--- src/rtl/rfix_pkg.sv ---
package rfix_pkg;

  typedef enum logic [1:0] {
    RM_NEAR = 2'd0,
    RM_ZERO = 2'd1,
    RM_UP   = 2'd2,
    RM_DOWN = 2'd3
  } rmode_e;

  typedef enum logic [1:0] {
    FMT_NONE = 2'd0,
    FMT_SGL  = 2'd1,
    FMT_DBL  = 2'd2,
    FMT_PAIR = 2'd3
  } fmt_e;

  // major opcode value and format codes carried in the instruction word
  localparam logic [5:0] MAJOR_CODE = 6'd4;
  localparam logic [2:0] TY_SGL     = 3'd6;
  localparam logic [2:0] TY_DBL     = 3'd7;
  localparam logic [2:0] TY_PAIR    = 3'd4;

endpackage

--- src/rtl/rfix_decode.sv ---
module rfix_decode
  import rfix_pkg::*;
#(
  parameter int INSN_W = 32
) (
  input  logic [INSN_W-1:0] insn,
  output fmt_e              fmt,
  output logic              reject
);
  localparam int MAJ_LSB = INSN_W - 6;

  logic [5:0] major;
  logic [2:0] ty;
  logic       major_ok;
  logic       is_cmp;
  logic       unused_mid;

  assign major      = insn[INSN_W-1:MAJ_LSB];
  assign ty         = insn[7:5];
  assign major_ok   = (major == MAJOR_CODE);
  assign unused_mid = ^insn[MAJ_LSB-1:11];

  // compare class: function group 010, low bits 011xx except 01111
  assign is_cmp = (insn[10:8] == 3'b010) && (insn[4:2] == 3'b011) &&
                  (insn[1:0] != 2'b11);

  always_comb begin
    fmt    = FMT_NONE;
    reject = 1'b1;
    if (major_ok && !is_cmp) begin
      unique case (ty)
        TY_SGL:  begin fmt = FMT_SGL;  reject = 1'b0; end
        TY_DBL:  begin fmt = FMT_DBL;  reject = 1'b0; end
        TY_PAIR: begin fmt = FMT_PAIR; reject = 1'b0; end
        default: begin fmt = FMT_NONE; reject = 1'b1; end
      endcase
    end
  end

  always_comb begin
    if (!reject) assert (fmt != FMT_NONE);
  end
endmodule

--- src/rtl/rfix_steer.sv ---
module rfix_steer
  import rfix_pkg::*;
(
  input  fmt_e   fmt,
  input  rmode_e mode,
  input  logic   sign_lo,
  input  logic   sign_hi,
  output logic   inc_lo,
  output logic   inc_hi,
  output logic   link
);
  logic want_lo, want_hi, up, dn;

  assign up      = (mode == RM_UP);
  assign dn      = (mode == RM_DOWN);
  assign want_lo = (up && !sign_lo) || (dn && sign_lo);
  assign want_hi = (up && !sign_hi) || (dn && sign_hi);

  always_comb begin
    inc_lo = 1'b0;
    inc_hi = 1'b0;
    link   = 1'b0;
    unique case (fmt)
      FMT_SGL:  inc_lo = want_lo;
      FMT_DBL:  begin inc_lo = want_hi; link = 1'b1; end
      FMT_PAIR: begin inc_lo = want_lo; inc_hi = want_hi; end
      default:  ;
    endcase
  end

  always_comb begin
    if (link) assert (!inc_hi);
  end
endmodule

--- src/rtl/rfix_lane.sv ---
module rfix_lane #(
  parameter int W = 32
) (
  input  logic [W-1:0] a,
  input  logic         cin,
  output logic [W-1:0] y,
  output logic         cout
);
  assign {cout, y} = {1'b0, a} + {{W{1'b0}}, cin};
endmodule

--- src/rtl/dir_round_fixup.sv ---
module dir_round_fixup
  import rfix_pkg::*;
#(
  parameter int LANE_W = 32,
  parameter int INSN_W = 32
) (
  input  logic                clk,
  input  logic                rst,
  input  logic                valid_in,
  input  logic [INSN_W-1:0]   insn_in,
  input  logic [2*LANE_W-1:0] value_in,
  input  logic [1:0]          rmode_in,
  output logic [2*LANE_W-1:0] value_out,
  output logic                done_out,
  output logic                err_out
);
  localparam int NLANE  = 2;
  localparam int DATA_W = NLANE * LANE_W;

  fmt_e   fmt;
  logic   reject;
  logic   inc_lo, inc_hi, link;
  rmode_e mode;
  logic [NLANE-1:0]  lane_inc;
  logic [NLANE-1:0]  lane_cin;
  logic [NLANE-1:0]  lane_cout;
  logic [DATA_W-1:0] fixed;

  assign mode = rmode_e'(rmode_in);

  rfix_decode #(.INSN_W(INSN_W)) u_dec (
    .insn   (insn_in),
    .fmt    (fmt),
    .reject (reject)
  );

  rfix_steer u_steer (
    .fmt     (fmt),
    .mode    (mode),
    .sign_lo (value_in[LANE_W-1]),
    .sign_hi (value_in[DATA_W-1]),
    .inc_lo  (inc_lo),
    .inc_hi  (inc_hi),
    .link    (link)
  );

  assign lane_inc = {inc_hi, inc_lo};

  for (genvar gi = 0; gi < NLANE; gi++) begin : g_lane
    if (gi == 0) begin : g_first
      assign lane_cin[gi] = lane_inc[gi];
    end else begin : g_rest
      assign lane_cin[gi] = link ? lane_cout[gi-1] : lane_inc[gi];
    end
    rfix_lane #(.W(LANE_W)) u_lane (
      .a    (value_in[gi*LANE_W +: LANE_W]),
      .cin  (lane_cin[gi]),
      .y    (fixed[gi*LANE_W +: LANE_W]),
      .cout (lane_cout[gi])
    );
  end

  always_ff @(posedge clk) begin
    if (rst) begin
      value_out <= '0;
      err_out   <= 1'b0;
      done_out  <= 1'b0;
    end else begin
      done_out <= valid_in;
      if (valid_in) begin
        value_out <= reject ? value_in : fixed;
        err_out   <= reject;
      end
    end
  end

  AST_DONE_FOLLOWS: assert property (@(posedge clk) disable iff (rst)
    valid_in |=> done_out);
  AST_DONE_ONLY: assert property (@(posedge clk) disable iff (rst)
    !valid_in |=> (!done_out && $stable(value_out) && $stable(err_out)));
  AST_NEAR_ZERO_KEEP: assert property (@(posedge clk) disable iff (rst)
    (valid_in && !rmode_in[1]) |=> (value_out == $past(value_in)));
  AST_ERR_KEEP: assert property (@(posedge clk) disable iff (rst)
    (done_out && err_out) |-> (value_out == $past(value_in)));
  AST_SGL_UPPER: assert property (@(posedge clk) disable iff (rst)
    (valid_in && fmt == FMT_SGL) |=>
      (value_out[DATA_W-1:LANE_W] == $past(value_in[DATA_W-1:LANE_W])));
  AST_PAIR_NO_CARRY: assert property (@(posedge clk) disable iff (rst)
    (valid_in && fmt == FMT_PAIR && mode == RM_DOWN && !value_in[DATA_W-1]) |=>
      (value_out[DATA_W-1:LANE_W] == $past(value_in[DATA_W-1:LANE_W])));
endmodule

--- config.mk ---
export PLATFORM = sky130hd
export DESIGN_NAME = dir_round_fixup
export DESIGN_NICKNAME = d
export VERILOG_FILES = /design/src/rtl/rfix_pkg.sv /design/src/rtl/rfix_decode.sv /design/src/rtl/rfix_steer.sv /design/src/rtl/rfix_lane.sv /design/src/rtl/dir_round_fixup.sv
export SDC_FILE = /design/constraint.sdc
export NUM_CORES = 1
export LEC_CHECK = 0
export BUFFER_PORTS_ARGS = -buffer_cell sky130_fd_sc_hd__buf_2
export CAP_MARGIN = 20
export CORE_MARGIN = 3
export CORE_UTILIZATION = 52
export DETAILED_ROUTE_END_ITERATION = 8
export PLACE_DENSITY = 0.86
export SETUP_SLACK_MARGIN = 0.3
export SLEW_MARGIN = 20
export SYNTH_ARGS = -nofsm -noshare
export SYNTH_HDL_FRONTEND = slang
export SYNTH_SLANG_ARGS = --single-unit
--- constraint.sdc ---
create_clock -name clk -period 7.13 [get_ports clk]
set_clock_uncertainty 0.2 [all_clocks]
set_input_delay 1.0695 -clock clk [delete_from_list [all_inputs] [get_ports clk]]
set_output_delay 1.0695 -clock clk [all_outputs]
set_load 0.05 [all_outputs]
Word level (Yosys, flattened, before mapping)
Cells that the tools add are included.

Flip-flop bits (word level): 66. Logic and storage cells: 40.

Add/subtract/negate cells: 2. Equal/unequal tests: 12. Muxes and demuxes: 9. Reductions and logical operators: 14.

Operator list (number): 2-to-1 mux 64 bit (1); adder 32 x 1 -> 33 bit (1); adder 32 x 1 -> 32 bit (1); equality test 3 bit (second input constant) (3); equality test 2 bit (second input constant) (4); logical AND 1 bit (7); equality test 3 x 2 -> 1 bit (second input constant) (2); equality test 6 x 3 -> 1 bit (second input constant) (1); one-hot mux 2 bit (3 select lines) (1); 2-to-1 mux 1 bit (5); logical NOT 1 bit (3); OR reduction 3 bit (1); equality test 2 x 1 -> 1 bit (second input constant) (1); logical OR 1 bit (2); 2-to-1 mux 2 bit (1); != test 2 bit (second input constant) (1); one-hot mux 1 bit (2 select lines) (1); OR reduction 2 bit (1).

Depth between registers and ports, before layout
Gate-level depths: netlist of the first run.

Word-level depth: 13. Mapped depth: 18. Depth with buffers taken out: 17.

Modules after synthesis
Synthesis of the first run repeated with hierarchy kept, for this count alone.

Cell total of the unflattened synthesis: 487. Area total of the unflattened synthesis: 4329.2 um^2.

By module, submodules not included: dir_round_fixup (times used 1, cells each 290, area an instance 2912.8 um^2, seq. area each 1321.3 um^2); rfix_lane (times used 2, cells each 88, area an instance 643.1 um^2, seq. area each 0.0 um^2); rfix_decode (times used 1, cells each 11, area an instance 68.8 um^2, seq. area each 0.0 um^2); rfix_steer (times used 1, cells each 10, area an instance 61.3 um^2, seq. area each 0.0 um^2).

Worst setup path after synthesis of the first run
No wires, ideal clock.

Path kind: input to register. Start point: input port insn_in[30]. End point: register value_out[58]. Setup time: 0.103 ns. Data arrival time: 4.644 ns. Setup slack: 2.183 ns. Cell stages on the path: 18. Path buffers: 2. Path through: and4bb_2 o211ai_4 buf_6 buf_2 nor3b_1 ha_1 ha_1 and2_1 nand2_1 or4_1 a21oi_1 ha_1 ha_1 and4_1 nand4_1 nor3_1 a311oi_1 a2111oi_2.

Longest elaborated chain between the ends: 10. Elaborated cells on any way between the ends: 15.

Ends and longest elaborated chain: start, declared (RTL line dir_round_fixup.sv:10) `input logic [INSN_W-1:0] insn_in,`; equality test 6 x 3 -> 1 bit (*) (RTL line rfix_decode.sv:20) `assign major_ok = (major == MAJOR_CODE);`; logical AND 1 bit (*) (RTL line rfix_decode.sv:30) `if (major_ok && !is_cmp) begin`; 2-to-1 mux 2 bit (RTL line rfix_decode.sv:30); equality test 2 x 1 -> 1 bit / equality test 2 bit (equally long branches) (RTL line rfix_steer.sv:23) `unique case (fmt)`; OR reduction 2 bit (no line); one-hot mux 1 bit (2 select lines) (RTL line rfix_steer.sv:23); adder 32 x 1 -> 33 bit (RTL line rfix_lane.sv:9) `assign {cout, y} = {1'b0, a} + {{W{1'b0}}, cin};`; 2-to-1 mux 1 bit (RTL line dir_round_fixup.sv:53) `assign lane_cin[gi] = link ? lane_cout[gi-1] : lane_inc[gi];`; adder 32 x 1 -> 32 bit (RTL line rfix_lane.sv:9); 2-to-1 mux 64 bit (*) (RTL line dir_round_fixup.sv:71) `value_out <= reject ? value_in : fixed;`; end signal, assigned (RTL line dir_round_fixup.sv:71); end, declared (RTL line dir_round_fixup.sv:13) `output logic [2*LANE_W-1:0] value_out,`.

Mark *: on every way between the ends. The rest lies on a longest branch, timed or not. A chain may end at the register's enable or synchronous reset.

Worst setup path after layout of the first run
Start point: input port insn_in[27]. End point: register value_out[55].

The elaborated chain is that of the path after synthesis.

==> results list, run 1 <==
- Status: finished, final reports clean
* Leakage dissipation: 0.00192 uW
- The netlist uses 45 different library cells.
* Worst Hold Slack: between 0.2 and 0.3 ns
- Post-detail-place hpwl: 8.04 mm
* Share of the core filled with cells: about 68%
- CTS H-tree depth: 3
- Counting flops with an async set or reset pin after synthesis yields a share of 0%.
* Post-route setup slack: 1.82 ns
- Summing the areas of all xor and xnor instances in the mapped netlist gives 12.2% of the synthesized area.
- Entering global routing, the biggest net connects 107 pins.
* First-pass DRT Iterations: 4
- Antenna Violating Nets Remaining: 0
- Number of clock buffers inserted by TritonCTS: 9
* Total wire length: 10.9 mm
* Most area-hungry cell type in the Yosys netlist: sky130_fd_sc_hd__dfxtp_1
* Data required time at the worst endpoint: 7.15 ns
- Crit path time final: 5.31 ns
- For this design the top-level I/O count stands at 167.
- After synthesis, the largest area contributor takes up 34.1% of total cell area.
* Total grt overflow: 0
* Number of buffers on the longest clock path: 2
- The floorplan has 30 rows.
- Portion of the clock cycle consumed by the worst path in the final layout: 74.5%
- Fraction of synthesized area in multiplexers: 0%
* CP Data Arrival Time: 5.33 ns
* Final weighted congestion in routability-driven placement: 0.847
* Count of final hold-check violations: 0
- Layout net count: 709
* Overall die area: 0.00852 sq mm
* Area of placed instances: 0.00460 sq mm
- Crit start category: input port
- The finished cells cover ~0.0048 sq mm.
- Floorplan core area: 0.00702 sq mm
* Filler cell count: ~600
- Number of antenna repair diodes: 0
* Chip height: around 92 um
- The synthesized netlist devotes 1.29% of its cell area to adder and majority cells.
- FF+latch count, synth: 66
* Crit Path Class: input port to register
* Floorplan die width: 92.3 um
* Starting utilization of the core area: 55.2%
- Setup repair after global routing left no endpoint under its margin.
* Clock tree from TritonCTS: yes
- The worst-case IR drop observed on VDD is 95.4 uV.
- Post-cts gate resize count: 0
* Setup-violating endpoint count in the final report: 0
- In this run, the number of DRC markers left after iteration 0 of detailed routing was 160.
- Most used standard cells in the synthesized netlist: sky130_fd_sc_hd__nor2_1, sky130_fd_sc_hd__dfxtp_1, sky130_fd_sc_hd__a211oi_1
- The worst pin sits at a relative slew slack of around a third.
- Vias in the first global route: about 3700
* Total via count in the routed design: 4043
- In the synthesized netlist, the number of instances is roughly 470.
- The first global-routing pass estimated 17.3 mm of wire.
- Number of warning messages in the yosys log: 0
- Clock sink count: 66
* Power density of the placed cells: 200 mW/mm^2
- Number of enable-type register cells in the synthesized netlist: 0
* Number of antenna violations at the first check in global routing: 0
* Worst-case setup slack after placement: about 1.6 ns
- Syn avg cell area: 8.17 sq um
- Clock tree root buffer cell: sky130_fd_sc_hd__clkbuf_8
* Largest driver fanout on the critical path: 13
- After clock tree synthesis, the clock-pin slew on the worst setup and hold paths is 0.07 ns.
* Aggregate negative setup slack: 0 ns
- Summing the areas of all and, or, nand and nor instances in the mapped netlist gives 31.1% of the synthesized area.
* Cell area after technology mapping: 0.00387 sq mm
- Biggest area contributors in the synthesized netlist: sky130_fd_sc_hd__dfxtp_1, sky130_fd_sc_hd__xnor2_1, sky130_fd_sc_hd__a211oi_1, sky130_fd_sc_hd__nor2_1, sky130_fd_sc_hd__nand2_1
* Skew-Pair Late Insertion Delay: 0.32 ns
- Global routing used 24.9% of the available tracks across all layers.
* Prevailing post-synth register cell: sky130_fd_sc_hd__dfxtp_1
* Count of buffers added by post-CTS timing repair for setup: 0
- CTS Hold Buffers Added: 0
* Complex-gate fraction of the synthesized area: 15.7%
- The worst register-to-register path has a setup slack of 6.08 ns.
* Worst Max-Slew Pin Slew: 1.01 ns
- The final-report max-slew violation count came to 0.
- From synthesis to final layout, the design area changed by 24.1%.
* Fraction of final layout cells with drive strength greater than 1: 30.6%
- In the routed design, unresolved DRC markers number 0.
- Dominant combinational cell family by area after synthesis: simple AND/OR/NAND/NOR gates
* Tightest Hold Check Type: register to register
- In the post-synthesis netlist, the cell with the most instances is sky130_fd_sc_hd__nor2_1.
- After detailed routing, the number of vias per cell comes to 5.74.
- Dividing the detail-routed wire length by the instance count gives 15.5 um.
* Share of the yosys chip area belonging to registers: ~34%
- Critical path endpoint category: register
- Max_cap viols: 0
- Total of buffers placed on input and output ports: 151
* Max frequency: 188 MHz
* Net count after synthesis: 579
[layer usage]
layer | global-route usage (%) | part of all wire (%) | up-vias
li1 | - | - | 1985
met1 | 30.2 | 42 | 1882
met2 | 43.2 | 50 | 155
met3 | 5.12 | 6.6 | 21
met4 | 9.53 | 2.0 | 0
met5 | 0 | 0 | -
[cells in the final DEF, fill, tap and decap left out, drive strengths merged, types with 4 or more instances in the layout]
cell type,netlist,routed
xor2,6,6
o21ai,9,9
nand4,14,14
and2,4,4
or3,6,6
xnor2,48,48
dfxtp,66,66
inv,10,10
buf,15,155
nand2,37,37
ha,4,4
and3,5,5
clkbuf,20,13
nor4,25,25
a211oi,50,50
nor3,24,24
a311oi,11,11
nand3,24,24
nor2,67,67
and4,11,11
[metrics by stage]
| stage | std cells | total power [uW] |
|---|---|---|
| final | 704 | 962 |
| after global placement | 689 | 640 |
| after global routing | 704 | 1000 |
| after CTS | 704 | 969 |
| after floorplan | 474 | 571 |
| after detailed placement | 689 | 646 |
[state kept, by name (all words and copies together) (netlist names)]
register,count
err_out,1
done_out,1
value_out,64
[cell type report]
cell class | count | area, sq um | area share, %
Multi-Input combinational cell | 362 | 2330 | 48.6
Sequential cell | 66 | 1320 | 27.5
Timing Repair Buffer | 155 | 788 | 16.4
Clock buffer | 13 | 169 | 3.51
Tap cell | 96 | 120 | 2.50
Inverter | 10 | 37.5 | 0.781
Clock inverter | 2 | 35.0 | 0.729
[cells by family (layout without fill, tap and decap cells)]
| logic type | count (synthesis) | count (layout) |
|---|---|---|
| xor+xnor | 54 | 54 |
| compound gates | 78 | 78 |
| simple gates | 226 | 226 |
| flops | 66 | 66 |
| buf+inv | 46 | 180 |
| fa+ha+maj | 4 | 4 |
[critical path, cell delays in order]
cell and delay (ns):
sky130_fd_sc_hd__buf_2 0.10, sky130_fd_sc_hd__nor3_2 0.33, sky130_fd_sc_hd__o211ai_4 0.13, sky130_fd_sc_hd__nor3b_1 0.24
sky130_fd_sc_hd__ha_1 0.21, sky130_fd_sc_hd__ha_1 0.16, sky130_fd_sc_hd__and2_1 0.22, sky130_fd_sc_hd__nand2_1 0.12
sky130_fd_sc_hd__or4_1 0.48, sky130_fd_sc_hd__a21oi_1 0.16, sky130_fd_sc_hd__ha_1 0.20, sky130_fd_sc_hd__and4_1 0.22
sky130_fd_sc_hd__nand4_1 0.61, sky130_fd_sc_hd__nor4_1 0.58, sky130_fd_sc_hd__xnor2_1 0.16, sky130_fd_sc_hd__a211oi_1 0.33
[path summary, 6_finish.rpt]
check / start / to / depth (start not counted)
max: insn_in[27] / value_out[55] / 16
min: value_out[56] / value_out[56] / 2
max reg2reg: value_out[58] / value_out[58] / 2
min reg2reg: value_out[56] / value_out[56] / 2
[power breakdown]
part	internal (uW)	switching [uW]	total, uW
Combinational	66.6	166	233
Sequential	394	12.2	407
Clock	188	135	323
Note: power is estimated with default switching activity, not from simulation.
==> run 2: changes to the inputs <==
--- a/config.mk
+++ b/config.mk
@@ -8,9 +8,9 @@
 export BUFFER_PORTS_ARGS = -buffer_cell sky130_fd_sc_hd__buf_2
 export CAP_MARGIN = 20
 export CORE_MARGIN = 3
-export CORE_UTILIZATION = 52
+export CORE_UTILIZATION = 44
 export DETAILED_ROUTE_END_ITERATION = 8
-export PLACE_DENSITY = 0.86
+export PLACE_DENSITY = 0.78
 export SETUP_SLACK_MARGIN = 0.3
 export SLEW_MARGIN = 20
 export SYNTH_ARGS = -nofsm -noshare
==> constraint.sdc (replaced) <==
create_clock -name clk -period 4.6 [get_ports clk]
set_clock_uncertainty 0.2 [all_clocks]
set_input_delay 0.69 -clock clk [delete_from_list [all_inputs] [get_ports clk]]
set_output_delay 0.69 -clock clk [all_outputs]
set_load 0.05 [all_outputs]
==> run 2 against run 1 <==
First-iteration DRC count unchanged. Die area up 17%. Combinational power up 55%. Sequential power up 55%. Critical path depth unchanged. Wire length about the same. Global-route usage down 3.1 points. Hold slack worse by 0.0057 ns. Non-clock buffer count up 1. Clock power up 50%.
==> results list, run 2 (synthesized netlist as in run 1, its figures left out) <==
- Walking the worst path, the cells encountered are buf_2 > and4bb_2 > o211ai_4 > nor3b_2 > ha_2 > ha_4 > and2_4 > nand2_2 > or4_1 > a21oi_1 > ha_2 > ha_4 > and3_1 > nand4_1 > or3_1 > a311oi_1.
- The maximum level of the CTS H-tree is 3 (unchanged).
* Worst IR Drop VDD: 152 uV (+60%)
- Power density of the placed cells: 302 mW/mm^2 (+51%)
* IO Pins: 167 (unchanged)
- The number of DRC violations after detailed routing is 0 (unchanged).
- The wire length per cell after detailed routing is 15.3 um (-1.6%).
- Antenna Violating Nets Remaining: 0 (unchanged)
- Setup-violating endpoint count in the final report: 0 (unchanged)
* Register-to-Register Path Depth: 2 (unchanged)
- Top library cells by usage in the layout, fill and taps aside: sky130_fd_sc_hd__buf_2, sky130_fd_sc_hd__nor2_1, sky130_fd_sc_hd__dfxtp_1
- The count of instances resized after the clock tree is built is 0 (unchanged).
* Post-detail-place hpwl: 8.17 mm (+1.6%)
- Relative max-transition margin: 43.2% (+10 points)
* Leakage dissipation: 0.00192 uW (about the same)
- The die area was 0.00996 sq mm (+17%).
- The cell family contributing the most delay on the critical path is simple AND/OR/NAND/NOR gates.
- The buffers plus inverters on the worst setup path was 1 (unchanged).
* Total of buffers placed on input and output ports: 151 (unchanged)
- STA classifies the critical path endpoint as a register.
- Among all stages on the critical path, the largest delay is contributed by sky130_fd_sc_hd__or3_1.
- Portion of the clock cycle consumed by the worst path in the final layout: 88.8%
- Final weighted congestion in routability-driven placement: 0.866 (+2.2%)
* Sequential Area: 0.00132 sq mm (unchanged)
- The via count normalized by instance count came to 5.64 (-1.9%).
- Crit Path Class: input port to register
- The area of the core was 0.00838 sq mm (+19%).
* Crit path time final: 4.08 ns
- Layout net count: 710 (+0.14%)
- Fraction of final layout cells with drive strength greater than 1: 32.6% (+2.0 points)
- Data required time at the worst endpoint: 4.63 ns (-2.52 ns)
* Max frequency: 245 MHz
- Clock tree root buffer cell: sky130_fd_sc_hd__clkbuf_8
* Total grt overflow: 0 (unchanged)
* Min-delay src: value_out[56]
- The most critical setup path has its startpoint at insn_in[31].
* Filler cell count: 803 (+31%)
- GRT Overall Usage: 21.8% (-3.1 points)
* Number of buffers on the longest clock path: 2 (unchanged)
- The effective utilization at floorplan came to 46.2% (-9.0 points).
- The total of hold buffers inserted after clock tree synthesis is 0 (unchanged).
* Flip-flop count of the largest register, all copies and words added: 64 (unchanged)
- The instance count along the most critical hold path was 2 (unchanged).
- Worst Max-Slew Pin Slew: 0.853 ns (-0.156 ns)
- The worst setup path is launched from an input port.
- Number of antenna repair diodes: 0 (unchanged)
- The worst register-to-register path begins at value_out[58].
* Number of antenna violations at the first check in global routing: 0 (unchanged)
- The number of optimization iterations in the first detailed-route pass was 5 (+1).
- The number of clock sinks is 66 (unchanged).
* Leading cell type in the layout, fill and taps excluded: sky130_fd_sc_hd__buf_2
- Top Registers: value_out (64), done_out (1), err_out (1)
- Count of final hold-check violations: 0 (unchanged)
- The first-pass GRT wire length was 17.8 mm (+3.3%).
- RSZ-0062 raised after global routing: false
* Reg with most FFs: value_out
- The data arrival time of the critical path is 4.11 ns (-1.22 ns).
- Multi-input gate area in the final layout: 0.00240 sq mm (+2.7%)
- Vias in the first global route: 3821 (+2.7%)
- The final-report max-slew violation count was 0 (unchanged).
- TritonCTS built the clock tree.
- Number of cell rows: 33 (+10%)
* Number of gates on the worst path with buffers counted: 16 (unchanged)
- The clock transition at the registers of the reported paths is 0.07 ns (about the same).
* Number of violations reported at the end of detailed-routing iteration 0: 160 (unchanged)
- Largest net degree at the start of global routing: 127 (+19%)
* Largest driver fanout on the critical path: 6 (-7)
- Total wire length: 10.9 mm (about the same)
* Status: finished, final reports clean
* Tightest Hold Check Type: register to register
* Total via count in the routed design: 4030 (-0.32%)
- Floorplan die width: 99.8 um (+8.1%)
- Max_cap viols: 0 (unchanged)
- Count of buffers added by post-CTS timing repair for setup: 0 (unchanged)
* Skew-Pair Late Insertion Delay: 0.32 ns (about the same)
* Post-synthesis to final-layout area growth: 26.1%
- The die span in y is 99.8 um (+8.1%).
* Aggregate negative setup slack: 0 ns (unchanged)
- The final hold slack is 0.252 ns (-0.00569 ns).
* Largest stage delay on the critical path: 0.41 ns (-0.20 ns)
- Number of clock buffers inserted by TritonCTS: 9 (unchanged)
[run 2: cell types whose count changed in the layout (fill, tap and decap cells not counted), moves of 2 or more]
cell / previous run / this run
sky130_fd_sc_hd__clkinv_2: 1 / 3
sky130_fd_sc_hd__ha_2: 0 / 2
sky130_fd_sc_hd__ha_4: 0 / 2
sky130_fd_sc_hd__nor4_2: 5 / 8
sky130_fd_sc_hd__nor4_1: 19 / 16
sky130_fd_sc_hd__ha_1: 4 / 0
sky130_fd_sc_hd__clkbuf_8: 12 / 10
[run 2: cell type report]
type	instances	area share (%)
clock buffers	11	2.90
clock inverters	5	1.10
inverters	10	0.769
multi-input cells	362	49.1
flip-flops and latches	66	27.1
well taps	105	2.69
repair buffers	156	16.4
[run 2: path summary, 6_finish.rpt]
kind | slack, ns | end
setup / recovery | 0.52 | value_out[38]
hold / removal | 0.25 | value_out[56]
setup reg to reg | 3.53 | value_out[58]
hold reg to reg | 0.25 | value_out[56]
[run 2: report_power, final]
group          total [uW]  switching (uW)  internal [uW]
registers             630            19.2            611
logic                 360             257            103
clock network         486             222            264
total                1480             498            978
[run 2: tightest hold or removal path: stages, from the launching register on]
cell and delay (ns):
sky130_fd_sc_hd__dfxtp_1 0.32, sky130_fd_sc_hd__nand2_1 0.04, sky130_fd_sc_hd__o21ai_0 0.05
[run 2: layer usage]
layer / vias up / global-route usage [%] / wire, um
li1: 1997 / - / -
met1: 1879 / 28.0 / 4570
met2: 145 / 36.2 / 5320
met3: 9 / 5.28 / 919
met4: 0 / 6.41 / 105
met5: - / 0 / 0
[run 2: through the flow]
step	util, %	total power (uW)	setup slack [ns]	area (sq um)	cells
5_1_grt	58.3	1550	0.311	4880	715
3_3_place_gp	55.9	996	0.272	4680	699
4_1_cts	58.2	1490	0.547	4880	715
3_5_place_dp	55.9	1000	0.200	4680	699
2_1_floorplan	-	886	0.258	3940	474
6_report	58.3	1480	0.517	4880	715
